## config.mk

```make
export PLATFORM = sky130hd
export DESIGN_NAME = sercon_regs
export DESIGN_NICKNAME = d
export VERILOG_FILES = /design/src/rtl/sercon_pkg.sv /design/src/rtl/sercon_w1c.sv /design/src/rtl/sercon_txhold.sv /design/src/rtl/sercon_rxhold.sv /design/src/rtl/sercon_regs.sv
export SDC_FILE = /design/constraint.sdc
export NUM_CORES = 1
export LEC_CHECK = 0
export CORE_MARGIN = 2
export CORE_UTILIZATION = 45
export CTS_BUF_LIST = sky130_fd_sc_hd__clkbuf_8
export DETAILED_ROUTE_END_ITERATION = 8
export DONT_BUFFER_PORTS = 1
export PLACE_DENSITY_LB_ADDON = 0.05
export SETUP_SLACK_MARGIN = 0.5
export SLEW_MARGIN = 30
export SYNTH_ARGS = -nofsm -noshare
export SYNTH_HDL_FRONTEND = slang
export SYNTH_SLANG_ARGS = --single-unit
```

## constraint.sdc

```tcl
create_clock -name clk -period 3.2 [get_ports clk]
set_input_delay 0.64 -clock clk [delete_from_list [all_inputs] [get_ports clk]]
set_output_delay 0.64 -clock clk [all_outputs]
set_load 0.02 [all_outputs]
```

## src/rtl/sercon_pkg.sv

```systemverilog
package sercon_pkg;
  parameter int ADDR_W = 12;
  parameter int DATA_W = 32;
  parameter int REG_W  = 16;
  parameter int CHAR_W = 8;
  localparam int IDX_W = ADDR_W - 2;

  // Register word indices (bus_addr >> 2); software decodes these
  localparam logic [IDX_W-1:0] IDX_RXD  = 10'h000;
  localparam logic [IDX_W-1:0] IDX_TXD  = 10'h010;
  localparam logic [IDX_W-1:0] IDX_C1   = 10'h020;
  localparam logic [IDX_W-1:0] IDX_C2   = 10'h021;
  localparam logic [IDX_W-1:0] IDX_C3   = 10'h022;
  localparam logic [IDX_W-1:0] IDX_C4   = 10'h023;
  localparam logic [IDX_W-1:0] IDX_FCTL = 10'h024;
  localparam logic [IDX_W-1:0] IDX_S1   = 10'h025;
  localparam logic [IDX_W-1:0] IDX_S2   = 10'h026;
  localparam logic [IDX_W-1:0] IDX_BINC = 10'h029;
  localparam logic [IDX_W-1:0] IDX_BMOD = 10'h02A;
  localparam logic [IDX_W-1:0] IDX_BCNT = 10'h02B;
  localparam logic [IDX_W-1:0] IDX_MS   = 10'h02C;
  localparam logic [IDX_W-1:0] IDX_TST  = 10'h02D;

  // Bit positions
  localparam int S1_TRDY = 13, S1_RRDY = 9;
  localparam int S2_RDR = 0;
  localparam int T_RXEMPTY = 5, T_TXEMPTY = 6;
  localparam int C1_TXMPTYEN = 6, C1_RRDYEN = 9, C1_TRDYEN = 13;
  localparam int C2_SRSTN = 0, C2_TXEN = 2;
  localparam int RX_CHARRDY = 15, RX_ERR = 14, RX_BRK = 10;

  // Reset values and clearable masks
  localparam logic [REG_W-1:0] S1_RST  = 16'h0100; // stored part, flags added on read
  localparam logic [REG_W-1:0] S2_RST  = 16'h4028;
  localparam logic [REG_W-1:0] S1_CLR  = 16'hD4F0;
  localparam logic [REG_W-1:0] S2_CLR  = 16'h9B96;
  localparam logic [REG_W-1:0] C1_RST  = 16'h0001;
  localparam logic [REG_W-1:0] C2_RST  = 16'h0001;
  localparam logic [REG_W-1:0] RXW_RST = 16'h4000;

  function automatic logic irq_calc(input logic [REG_W-1:0] s1, input logic [REG_W-1:0] c1);
    logic [REG_W-1:0] m;
    m = '0;
    m[S1_TRDY] = 1'b1;
    m[S1_RRDY] = 1'b1;
    m = m & s1 & c1;
    if (!c1[C1_TXMPTYEN]) m[S1_TRDY] = 1'b0;
    return |m;
  endfunction

  function automatic logic [REG_W-1:0] rx_word(input logic [CHAR_W-1:0] ch, input logic brk);
    logic [REG_W-1:0] w;
    w = '0;
    w[RX_CHARRDY] = 1'b1;
    w[RX_BRK] = brk;
    w[CHAR_W-1:0] = brk ? '0 : ch;
    return w;
  endfunction
endpackage

```

## src/rtl/sercon_w1c.sv

```systemverilog
module sercon_w1c #(
  parameter int W = 16,
  parameter logic [W-1:0] RST = '0,
  parameter logic [W-1:0] CLR = '0
) (
  input  logic         clk,
  input  logic         rst_n,
  input  logic         soft_rst,
  input  logic         wr,
  input  logic [W-1:0] wdata,
  output logic [W-1:0] q
);
  always_ff @(posedge clk or negedge rst_n) begin
    if (!rst_n)        q <= RST;
    else if (soft_rst) q <= RST;
    else if (wr)       q <= q & ~(wdata & CLR);
  end
endmodule

```

## src/rtl/sercon_txhold.sv

```systemverilog
module sercon_txhold #(
  parameter int CW = 8
) (
  input  logic          clk,
  input  logic          rst_n,
  input  logic          soft_rst,
  input  logic          send,
  input  logic [CW-1:0] din,
  output logic          tx_valid,
  output logic [CW-1:0] tx_data,
  output logic          trdy
);
  always_ff @(posedge clk or negedge rst_n) begin
    if (!rst_n) begin
      tx_valid <= 1'b0;
      tx_data  <= '0;
      trdy     <= 1'b1;
    end else if (soft_rst) begin
      tx_valid <= 1'b0;
      trdy     <= 1'b1;
    end else if (send) begin
      tx_valid <= 1'b1;
      tx_data  <= din;
      trdy     <= 1'b0;
    end else begin
      tx_valid <= 1'b0;
      trdy     <= 1'b1;
    end
  end
endmodule

```

## src/rtl/sercon_rxhold.sv

```systemverilog
module sercon_rxhold
  import sercon_pkg::*;
(
  input  logic              clk,
  input  logic              rst_n,
  input  logic              soft_rst,
  input  logic              in_valid,
  input  logic [CHAR_W-1:0] in_data,
  input  logic              in_brk,
  input  logic              take,
  output logic              ready,
  output logic              full,
  output logic [REG_W-1:0]  word
);
  logic accept;
  assign ready  = !full;
  assign accept = ready && (in_valid || in_brk);

  always_ff @(posedge clk or negedge rst_n) begin
    if (!rst_n) begin
      full <= 1'b0;
      word <= RXW_RST;
    end else if (soft_rst) begin
      full <= 1'b0;
      word <= RXW_RST;
    end else if (accept) begin
      full <= 1'b1;
      word <= rx_word(in_data, in_brk);
    end else if (take && full) begin
      full <= 1'b0;
    end
  end
endmodule

```

## src/rtl/sercon_regs.sv

```systemverilog
module sercon_regs
  import sercon_pkg::*;
(
  input  logic              clk,
  input  logic              rst_n,
  input  logic              bus_req,
  input  logic              bus_we,
  input  logic [ADDR_W-1:0] bus_addr,
  input  logic [DATA_W-1:0] bus_wdata,
  output logic [DATA_W-1:0] bus_rdata,
  output logic              tx_valid,
  output logic [CHAR_W-1:0] tx_data,
  input  logic              rx_valid,
  input  logic [CHAR_W-1:0] rx_data,
  input  logic              rx_break,
  output logic              rx_ready,
  output logic              irq
);
  logic [IDX_W-1:0] word_idx;
  logic [REG_W-1:0] wval;
  logic wr, rd, soft_rst, tx_send, rx_take, trdy, rx_full;
  logic [REG_W-1:0] ctrl1_q, ctrl2_q, ctrl3_q, fctl_q, bmod_q, bcnt_q, ms_q;
  logic [REG_W-1:0] s1_q, s2_q, s1_view, s2_view, tst_view, rx_word_q;
  logic [REG_W-1:0] rd_val;
  logic unused_bits;

  assign word_idx = bus_addr[ADDR_W-1:2];
  assign wval     = bus_wdata[REG_W-1:0];
  assign unused_bits = ^{bus_wdata[DATA_W-1:REG_W], bus_addr[1:0]};
  assign wr = bus_req && bus_we;
  assign rd = bus_req && !bus_we;
  assign soft_rst = wr && (word_idx == IDX_C2) && !wval[C2_SRSTN];
  assign tx_send  = wr && (word_idx == IDX_TXD) && ctrl2_q[C2_TXEN];
  assign rx_take  = rd && (word_idx == IDX_RXD);

  always_ff @(posedge clk or negedge rst_n) begin
    if (!rst_n) begin
      ctrl1_q <= C1_RST;
      ctrl2_q <= C2_RST;
      ctrl3_q <= '0;
      fctl_q  <= '0;
      bmod_q  <= '0;
      bcnt_q  <= '0;
      ms_q    <= '0;
    end else if (wr) begin
      case (word_idx)
        IDX_C1:   ctrl1_q <= wval;
        IDX_C2:   ctrl2_q <= wval;
        IDX_C3:   ctrl3_q <= wval;
        IDX_FCTL: fctl_q  <= wval;
        IDX_BINC: bcnt_q  <= wval;
        IDX_BMOD: bmod_q  <= wval;
        IDX_MS:   ms_q    <= wval;
        default: ;
      endcase
    end
  end

  sercon_w1c #(.W(REG_W), .RST(S1_RST), .CLR(S1_CLR)) u_s1 (
    .clk(clk), .rst_n(rst_n), .soft_rst(soft_rst),
    .wr(wr && word_idx == IDX_S1), .wdata(wval), .q(s1_q));

  sercon_w1c #(.W(REG_W), .RST(S2_RST), .CLR(S2_CLR)) u_s2 (
    .clk(clk), .rst_n(rst_n), .soft_rst(soft_rst),
    .wr(wr && word_idx == IDX_S2), .wdata(wval), .q(s2_q));

  sercon_txhold #(.CW(CHAR_W)) u_tx (
    .clk(clk), .rst_n(rst_n), .soft_rst(soft_rst), .send(tx_send),
    .din(wval[CHAR_W-1:0]), .tx_valid(tx_valid), .tx_data(tx_data), .trdy(trdy));

  sercon_rxhold u_rx (
    .clk(clk), .rst_n(rst_n), .soft_rst(soft_rst), .in_valid(rx_valid),
    .in_data(rx_data), .in_brk(rx_break), .take(rx_take), .ready(rx_ready),
    .full(rx_full), .word(rx_word_q));

  always_comb begin
    s1_view = s1_q;
    s1_view[S1_TRDY] = trdy;
    s1_view[S1_RRDY] = rx_full;
    s2_view = s2_q;
    s2_view[S2_RDR] = rx_full;
    tst_view = '0;
    tst_view[T_RXEMPTY] = !rx_full;
    tst_view[T_TXEMPTY] = trdy;
  end

  always_comb begin
    case (word_idx)
      IDX_RXD:  rd_val = rx_word_q;
      IDX_C1:   rd_val = ctrl1_q;
      IDX_C2:   rd_val = ctrl2_q;
      IDX_C3:   rd_val = ctrl3_q;
      IDX_FCTL: rd_val = fctl_q;
      IDX_S1:   rd_val = s1_view;
      IDX_S2:   rd_val = s2_view;
      IDX_BMOD: rd_val = bmod_q;
      IDX_BCNT: rd_val = bcnt_q;
      IDX_MS:   rd_val = ms_q;
      IDX_TST:  rd_val = tst_view;
      default:  rd_val = '0;
    endcase
  end

  always_ff @(posedge clk or negedge rst_n) begin
    if (!rst_n)  bus_rdata <= '0;
    else if (rd) bus_rdata <= {{(DATA_W-REG_W){1'b0}}, rd_val};
  end

  assign irq = irq_calc(s1_view, ctrl1_q);
endmodule

```

==> results.yml, run 1 <==
floorplan:
  core_area_sq_um: 17400
  boundaryPins: 101
  start_util_pct: 46.3
  dieHeight_microns: 138
  dieArea_sq_um: 19000
  num_rows: 48
  die_w_microns: 138
timing:
  finClkSkew_ns: 0.00904
  setup_violations: 0
  tightest_slew_ns: 0.781
  finalCritPeriodShare_pct: 69.4
  slew_headroom_pct: 47.5
  fin_setup_tns_ns: 0
  hold_viol_final: 163
  rsz0062_at_grt: "false"
  setup_slack_ns: 0.979
  max_freq_mhz: 450
  drv_slew: 0
  hold_slack_ns: -0.149
  finalCriticalPeriod_ns: 2.22
placed_design:
  dp_worst_setup_slack_ns: 0.537
  gp_congestion: 0.857
  portBuffers: 0
  dp_hpwl_mm: 15.7
cts:
  htree_levels: 4
  cts_tree: "built"
  clk_latency_ns: 0.48
  numCtsBuffers: 17
  clk_pin_slew_worst_paths_ns: 0.09
  clock-sinks: 168
  clk_path_buf_depth: 2
  cts-root-buf: "clkbuf_8"
yosys:
  syn-mean-instance-area_sq_um: 12.3
  yosysTopAreaCell: "dfrtp_1"
  synth_compound_area_share_pct: 10.8
  ys_warn_count: 0
  async_reset_ff_share_pct: 100
  synth-edff-count: 0
  ys_ff_latch: 168
  synthSimpleGateAreaFrac_pct: 10.7
  muxShareOfSynthArea_pct: 20.9
  synth_top_area_share_pct: 50.6
  synthAdderAreaFrac_pct: 0
  synth_top_family_by_area: "multiplexers"
  ys_types: 65
  synth_xor_area_share_pct: 0
  ys_seq_area_share_pct: 52.2
  synth_area_leaders: "dfrtp_1 (51%), mux2_2 (17%), nand2_1 (2.2%), mux2i_1 (2.1%), buf_4 (1.9%)"
  synthFlopType: "dfrtp_1"
  synth_area_sq_um: 8060
  syn_inst: 655
worst_setup_path:
  crit_path_end: "bus_rdata[1]$_DFFE_PN0P_"
  critPathBufInv: 1
  crit_type: "in2reg"
  critPathSlowestCell: "or4b_4"
  r2r-start: "u_rx.full$_DFFE_PN0P_"
  cp_top_family: "simple AND/OR/NAND/NOR gates"
  r2r_slack_ns: 1.52
  startpoint_type: "input port"
  reg2reg_depth: 5
  worstReg2RegEnd: "u_rx.word[7]$_DFFE_PN0P_"
  cp_cell_sequence: "or4b_4 -> nor2_1 -> buf_4 -> a22oi_1 -> o21ai_0 -> a2bb2oi_2"
  critPathMaxFanout: 12
  cp_slowest_stage_delay_ns: 0.65
  crit_cells: 6
  arrival_ns: 2.63
  worstPathRequired_ns: 3.61
  crit_path_start: "bus_addr[6]"
  crit_path_end_kind: "register"
final_layout:
  final_util_pct: 50.1
  layout-drive-gt1-share_pct: 33.0
  antennaDiodeCount: 0
  area_growth_pct: 8.27
  fin_nets: 723
detailed_routing:
  drt_wl_total_mm: 23.3
  vias: 5496
  ant_nets: 0
  first_pass_iters: 5
  vias_per_cell: 6.09
  drtIter0Drc: 572
  routedWlPerCell_microns: 25.8
  drc: 0
global_routing:
  grt-ovfl-total: 0
  grt_pass1_vias: 5566
  grt_max_degree: 169
  grt_use_total_pct: 26.0
  antenna_found_initial: 0
  grt_pass1_wl_mm: 35.3
pwr:
  power.density_nw_per_um2: 455
  peakVddDrop_mv: 0.261
  p_leak_nw: 4.06
  finalPower_mw: 3.97
status:
  violations: "hold timing"
  outcome: "finished with violations"
flow_run:
  cap_violations: 0
worst_hold_path:
  holdCritPathClass: "in2async"
## power breakdown
group	internal [mW]	switching (mW)	total, mW
logic	0.0556	0.0855	0.141
registers	2.16	0.0359	2.20
clock network	0.831	0.800	1.63
total	3.05	0.921	3.97
## sequential cells by signal, summed over array words and instances, names as in the netlist
register       count
bmod_q            16
u_s1.q             8
fctl_q            16
u_rx.full          1
ctrl2_q           16
u_rx.word         11
ctrl3_q           16
u_tx.tx_data       8
ctrl1_q           16
u_tx.tx_valid      1
u_s2.q            10
bcnt_q            16
ms_q              16
u_tx.trdy          1
bus_rdata         16
## Yosys cell counts, drive strengths merged (2+ instances only)
cell	n
a211oi	2
nor4	3
or4b	2
a21oi	15
nor2b	4
and3	13
nor2	25
o2bb2ai	2
nand4	2
nand3	14
mux2i	17
nor4b	3
a222oi	2
nand2b	3
nor3b	8
or2	2
a2bb2oi	4
nand2	48
a22oi	20
a221oi	4
inv	14
or3	3
o22ai	2
o2111ai	3
o21ai	22
dfrtp	163
and4	4
a22o	6
a32o	5
a32oi	11
a311oi	10
o211ai	2
mux2	131
clkbuf	19
dfstp	5
buf	39
nor3	14
## layout by cell type, fill, tap and decap left out, drive strengths merged, types with 4 or more instances in the layout
cell type    n
a21oi       15
a221oi       4
a22o         6
a22oi       20
a2bb2oi      4
a311oi      10
a32o         5
a32oi       11
and3        13
and4         4
buf         34
clkbuf      20
conb        16
dfrtp      163
dfstp        5
inv         17
mux2       131
mux2i       17
nand2       48
nand3       14
nor2        25
nor2b        4
nor3        14
nor3b        8
o21ai       22
## repair_timing
item | 4_1_cts | 5_1_grt
endpoints found under the hold margin | 166 | 165
setup buffers | 0 | 0
resized for setup | 0 | 0
## cells by family (layout without fill, tap and decap cells)
group	Yosys count	in the layout
flops	168	168
simple gates	151	151
buf+inv	72	80
compound gates	115	115
other cells	1	16
mux	148	148
## how the worst min path moves through the flow
stage | cells after the start | endpoint | slack, ns | from
floorplan | 0 | bcnt_q[0]$_DFFE_PN0P_ | 0.34 | rst_n
global route | 0 | ctrl3_q[10]$_DFFE_PN0P_ | -0.19 | rst_n
CTS | 0 | ctrl2_q[10]$_DFFE_PN0N_ | -0.18 | rst_n
global placement | 0 | ctrl2_q[10]$_DFFE_PN0N_ | 0.35 | rst_n
finish | 0 | ctrl2_q[10]$_DFFE_PN0N_ | -0.15 | rst_n
detailed placement | 0 | ctrl3_q[10]$_DFFE_PN0P_ | 0.35 | rst_n
## worst reg2reg max path, stage by stage (launching register included)
cell	delay, ns
dfrtp_1	0.50
inv_1	0.31
o21ai_2	0.30
nor3b_1	0.33
a21oi_1	0.07
nor2_1	0.11
## per-layer routing
metal | track usage, % | part of all wire [%]
met5 | 0 | 0
met4 | 7.60 | 1.9
met3 | 5.08 | 5.6
met2 | 40.5 | 46
met1 | 37.1 | 46
## through the flow
| step | cells | area [sq um] |
|---|---|---|
| 2_1_floorplan | 670 | 8120 |
| 3_3_place_gp | 871 | 8300 |
| 3_5_place_dp | 871 | 8300 |
| 4_1_cts | 903 | 8730 |
| 5_1_grt | 903 | 8730 |
| 6_report | 903 | 8730 |
## final cells by class
cell class	count	area, sq um
inverter	14	52.6
multi-input combinational	430	3490
fill	1588	8690
timing repair buffer	34	268
clock inverter	12	151
tap	225	282
clock buffer	20	275
sequential	168	4210
No activity file was read; power rests on OpenSTA's default activity.
==> inputs of run 2 (changes only) <==
==> constraint.sdc (replaced) <==
create_clock -name clk -period 1.9 [get_ports clk]
set_input_delay 0.38 -clock clk [delete_from_list [all_inputs] [get_ports clk]]
set_output_delay 0.38 -clock clk [all_outputs]
set_load 0.02 [all_outputs]
==> run 2 against run 1 <==
The run still ends with hold timing left. Setup slack got worse by 0.78 ns. Combinational power increased to 2.8 times the previous value. Via count increased by 8.6%. Sequential share of layout area decreased by 7.2 points. Non-clock buffer count increased by 79. Count of clock-buffer cells in the layout decreased by 3. Wire length increased by 11%. Total power increased by 71%. Worst hold slack got worse by 0.26 ns. Sequential cell count unchanged. First-iteration DRC count decreased by 19%.
==> results.yml, run 2 (synthesis gave the netlist of run 1 again) <==
timing:
  drv_slew: 0
  finalCriticalPeriod_ns: 1.70
  finClkSkew_ns: 0.0127
  fin_setup_tns_ns: 0
  tightest_slew_ns: 0.730
  setup_violations: 0
  max_freq_mhz: 588
  hold_viol_final: 168
  hold_slack_ns: -0.408
  finalCritPeriodShare_pct: 89.6
  slew_headroom_pct: 51.2
  rsz0062_at_grt: "true"
floorplan:
  die_w_microns: 138
  core_area_sq_um: 17400
  num_rows: 48
  start_util_pct: 46.3
  dieArea_sq_um: 19000
  boundaryPins: 101
  dieHeight_microns: 138
status:
  violations: "hold timing"
  outcome: "finished with violations"
pwr:
  peakVddDrop_mv: 0.431
  power.density_nw_per_um2: 661
  p_leak_nw: 4.72
  finalPower_mw: 6.79
global_routing:
  grt_pass1_vias: 6096
  grt_use_total_pct: 28.3
  grt-ovfl-total: 0
  grtUsageMet3_pct: 5.96
  grt_use_met1_pct: 41.2
  antenna_found_initial: 0
  busiest_layer: "met2"
  use_met2_pct: 41.6
  grt_pass1_wl_mm: 38.6
  grt_max_degree: 169
cts:
  clk_latency_ns: 0.47
  clk_path_buf_depth: 2
  cts_hold_buf: 9
  cts_tree: "built"
  htree_levels: 4
  clock-sinks: 168
  clk_pin_slew_worst_paths_ns: 0.09
  numCtsBuffers: 17
  cts-root-buf: "clkbuf_8"
worst_setup_path:
  startpoint_type: "register"
  cp_slowest_stage_delay_ns: 0.60
  reg2reg_depth: 4
  critPathMaxFanout: 2
  worstReg2RegEnd: "u_tx.tx_data[5]$_DFFE_PN0P_"
  critPathSlowestCell: "dfstp_2"
  cp_cell_sequence: "a32o_2"
  r2r-start: "ctrl2_q[2]$_DFFE_PN0N_"
  critPathBufInv: 0
  crit_type: "reg2out"
  cp_top_family: "flip-flops"
  r2r_slack_ns: 0.47
  worstPathRequired_ns: 1.52
  arrival_ns: 1.32
  crit_cells: 1
  crit_path_end_kind: "primary output"
detailed_routing:
  drc: 0
  vias_per_cell: 6.06
  drt_wl_total_mm: 25.9
  routedWlPerCell_microns: 26.3
  drtIter0Drc: 463
  vias: 5967
  first_pass_iters: 5
  ant_nets: 0
placed_design:
  portBuffers: 0
  gp_congestion: 0.860
  dp_hpwl_mm: 16.4
final_layout:
  layout-drive-gt1-share_pct: 47.3
  layout_common_cells: "dfrtp_1 (161), mux2_4 (83), buf_4 (58)"
  antennaDiodeCount: 0
  area_growth_pct: 27.5
  final_common_cell: "dfrtp_1"
  fin_nets: 804
flow_run:
  cap_violations: 0
worst_hold_path:
  holdCritPathClass: "in2async"
run 2: changes by cell type in the layout (fill, tap and decap cells not counted), sizes merged:
cell / change
a31o: +1
clkbuf: -2
dlygate4sd3: +9
or4b: +1
clkinv: +3
buf: +69
run 2: power breakdown:
group          leakage, nW  total [mW]  internal, mW  switching, mW
clock                0.202        2.68          1.30           1.38
combinational         2.26       0.400         0.197          0.202
sequential            2.26        3.71          3.64         0.0687
total                 4.72        6.79          5.13           1.65
run 2: area by class of cell:
class	count	area, sq um
clock inverters	15	173
well taps	225	282
flip-flops and latches	168	4210
repair buffers	113	1160
clock buffers	17	234
multi-input cells	432	4160
fillers	1448	7140
inverters	14	52.6
run 2: stage by stage:
step | setup slack [ns] | cells | utilization [%] | cell area [sq um]
global route | 0.172 | 984 | 59.0 | 10300
global placement | -0.205 | 916 | 51.2 | 8910
CTS | 0.177 | 973 | 56.8 | 9890
finish | 0.198 | 984 | 59.0 | 10300
floorplan | -0.220 | 670 | - | 8420
detailed placement | -0.250 | 916 | 51.2 | 8910
run 2: worst max path at each step:
stage	startpoint	to
after detailed placement	bus_addr[6]	bus_rdata[13]$_DFFE_PN0P_
after global routing	u_tx.trdy$_DFF_PN1_	irq
after floorplan	bus_addr[11]	ctrl1_q[10]$_DFFE_PN0P_
final	u_tx.trdy$_DFF_PN1_	irq
after global placement	bus_addr[6]	bus_rdata[15]$_DFFE_PN0P_
after CTS	u_tx.trdy$_DFF_PN1_	irq
run 2: per-layer routing:
layer	routed length, microns	vias up
met5	0	-
met4	921	0
met3	1620	51
met2	11700	223
met1	11600	3109
li1	-	2584
run 2: timing repair:
action                                 in CTS  in global routing
setup endpoints to repair                 152                151
pin swaps                                  13                 28
gates cloned                                5                  4
endpoints found under the hold margin     177                168
gates resized for setup                    85                 79
buffers inserted                           11                  7
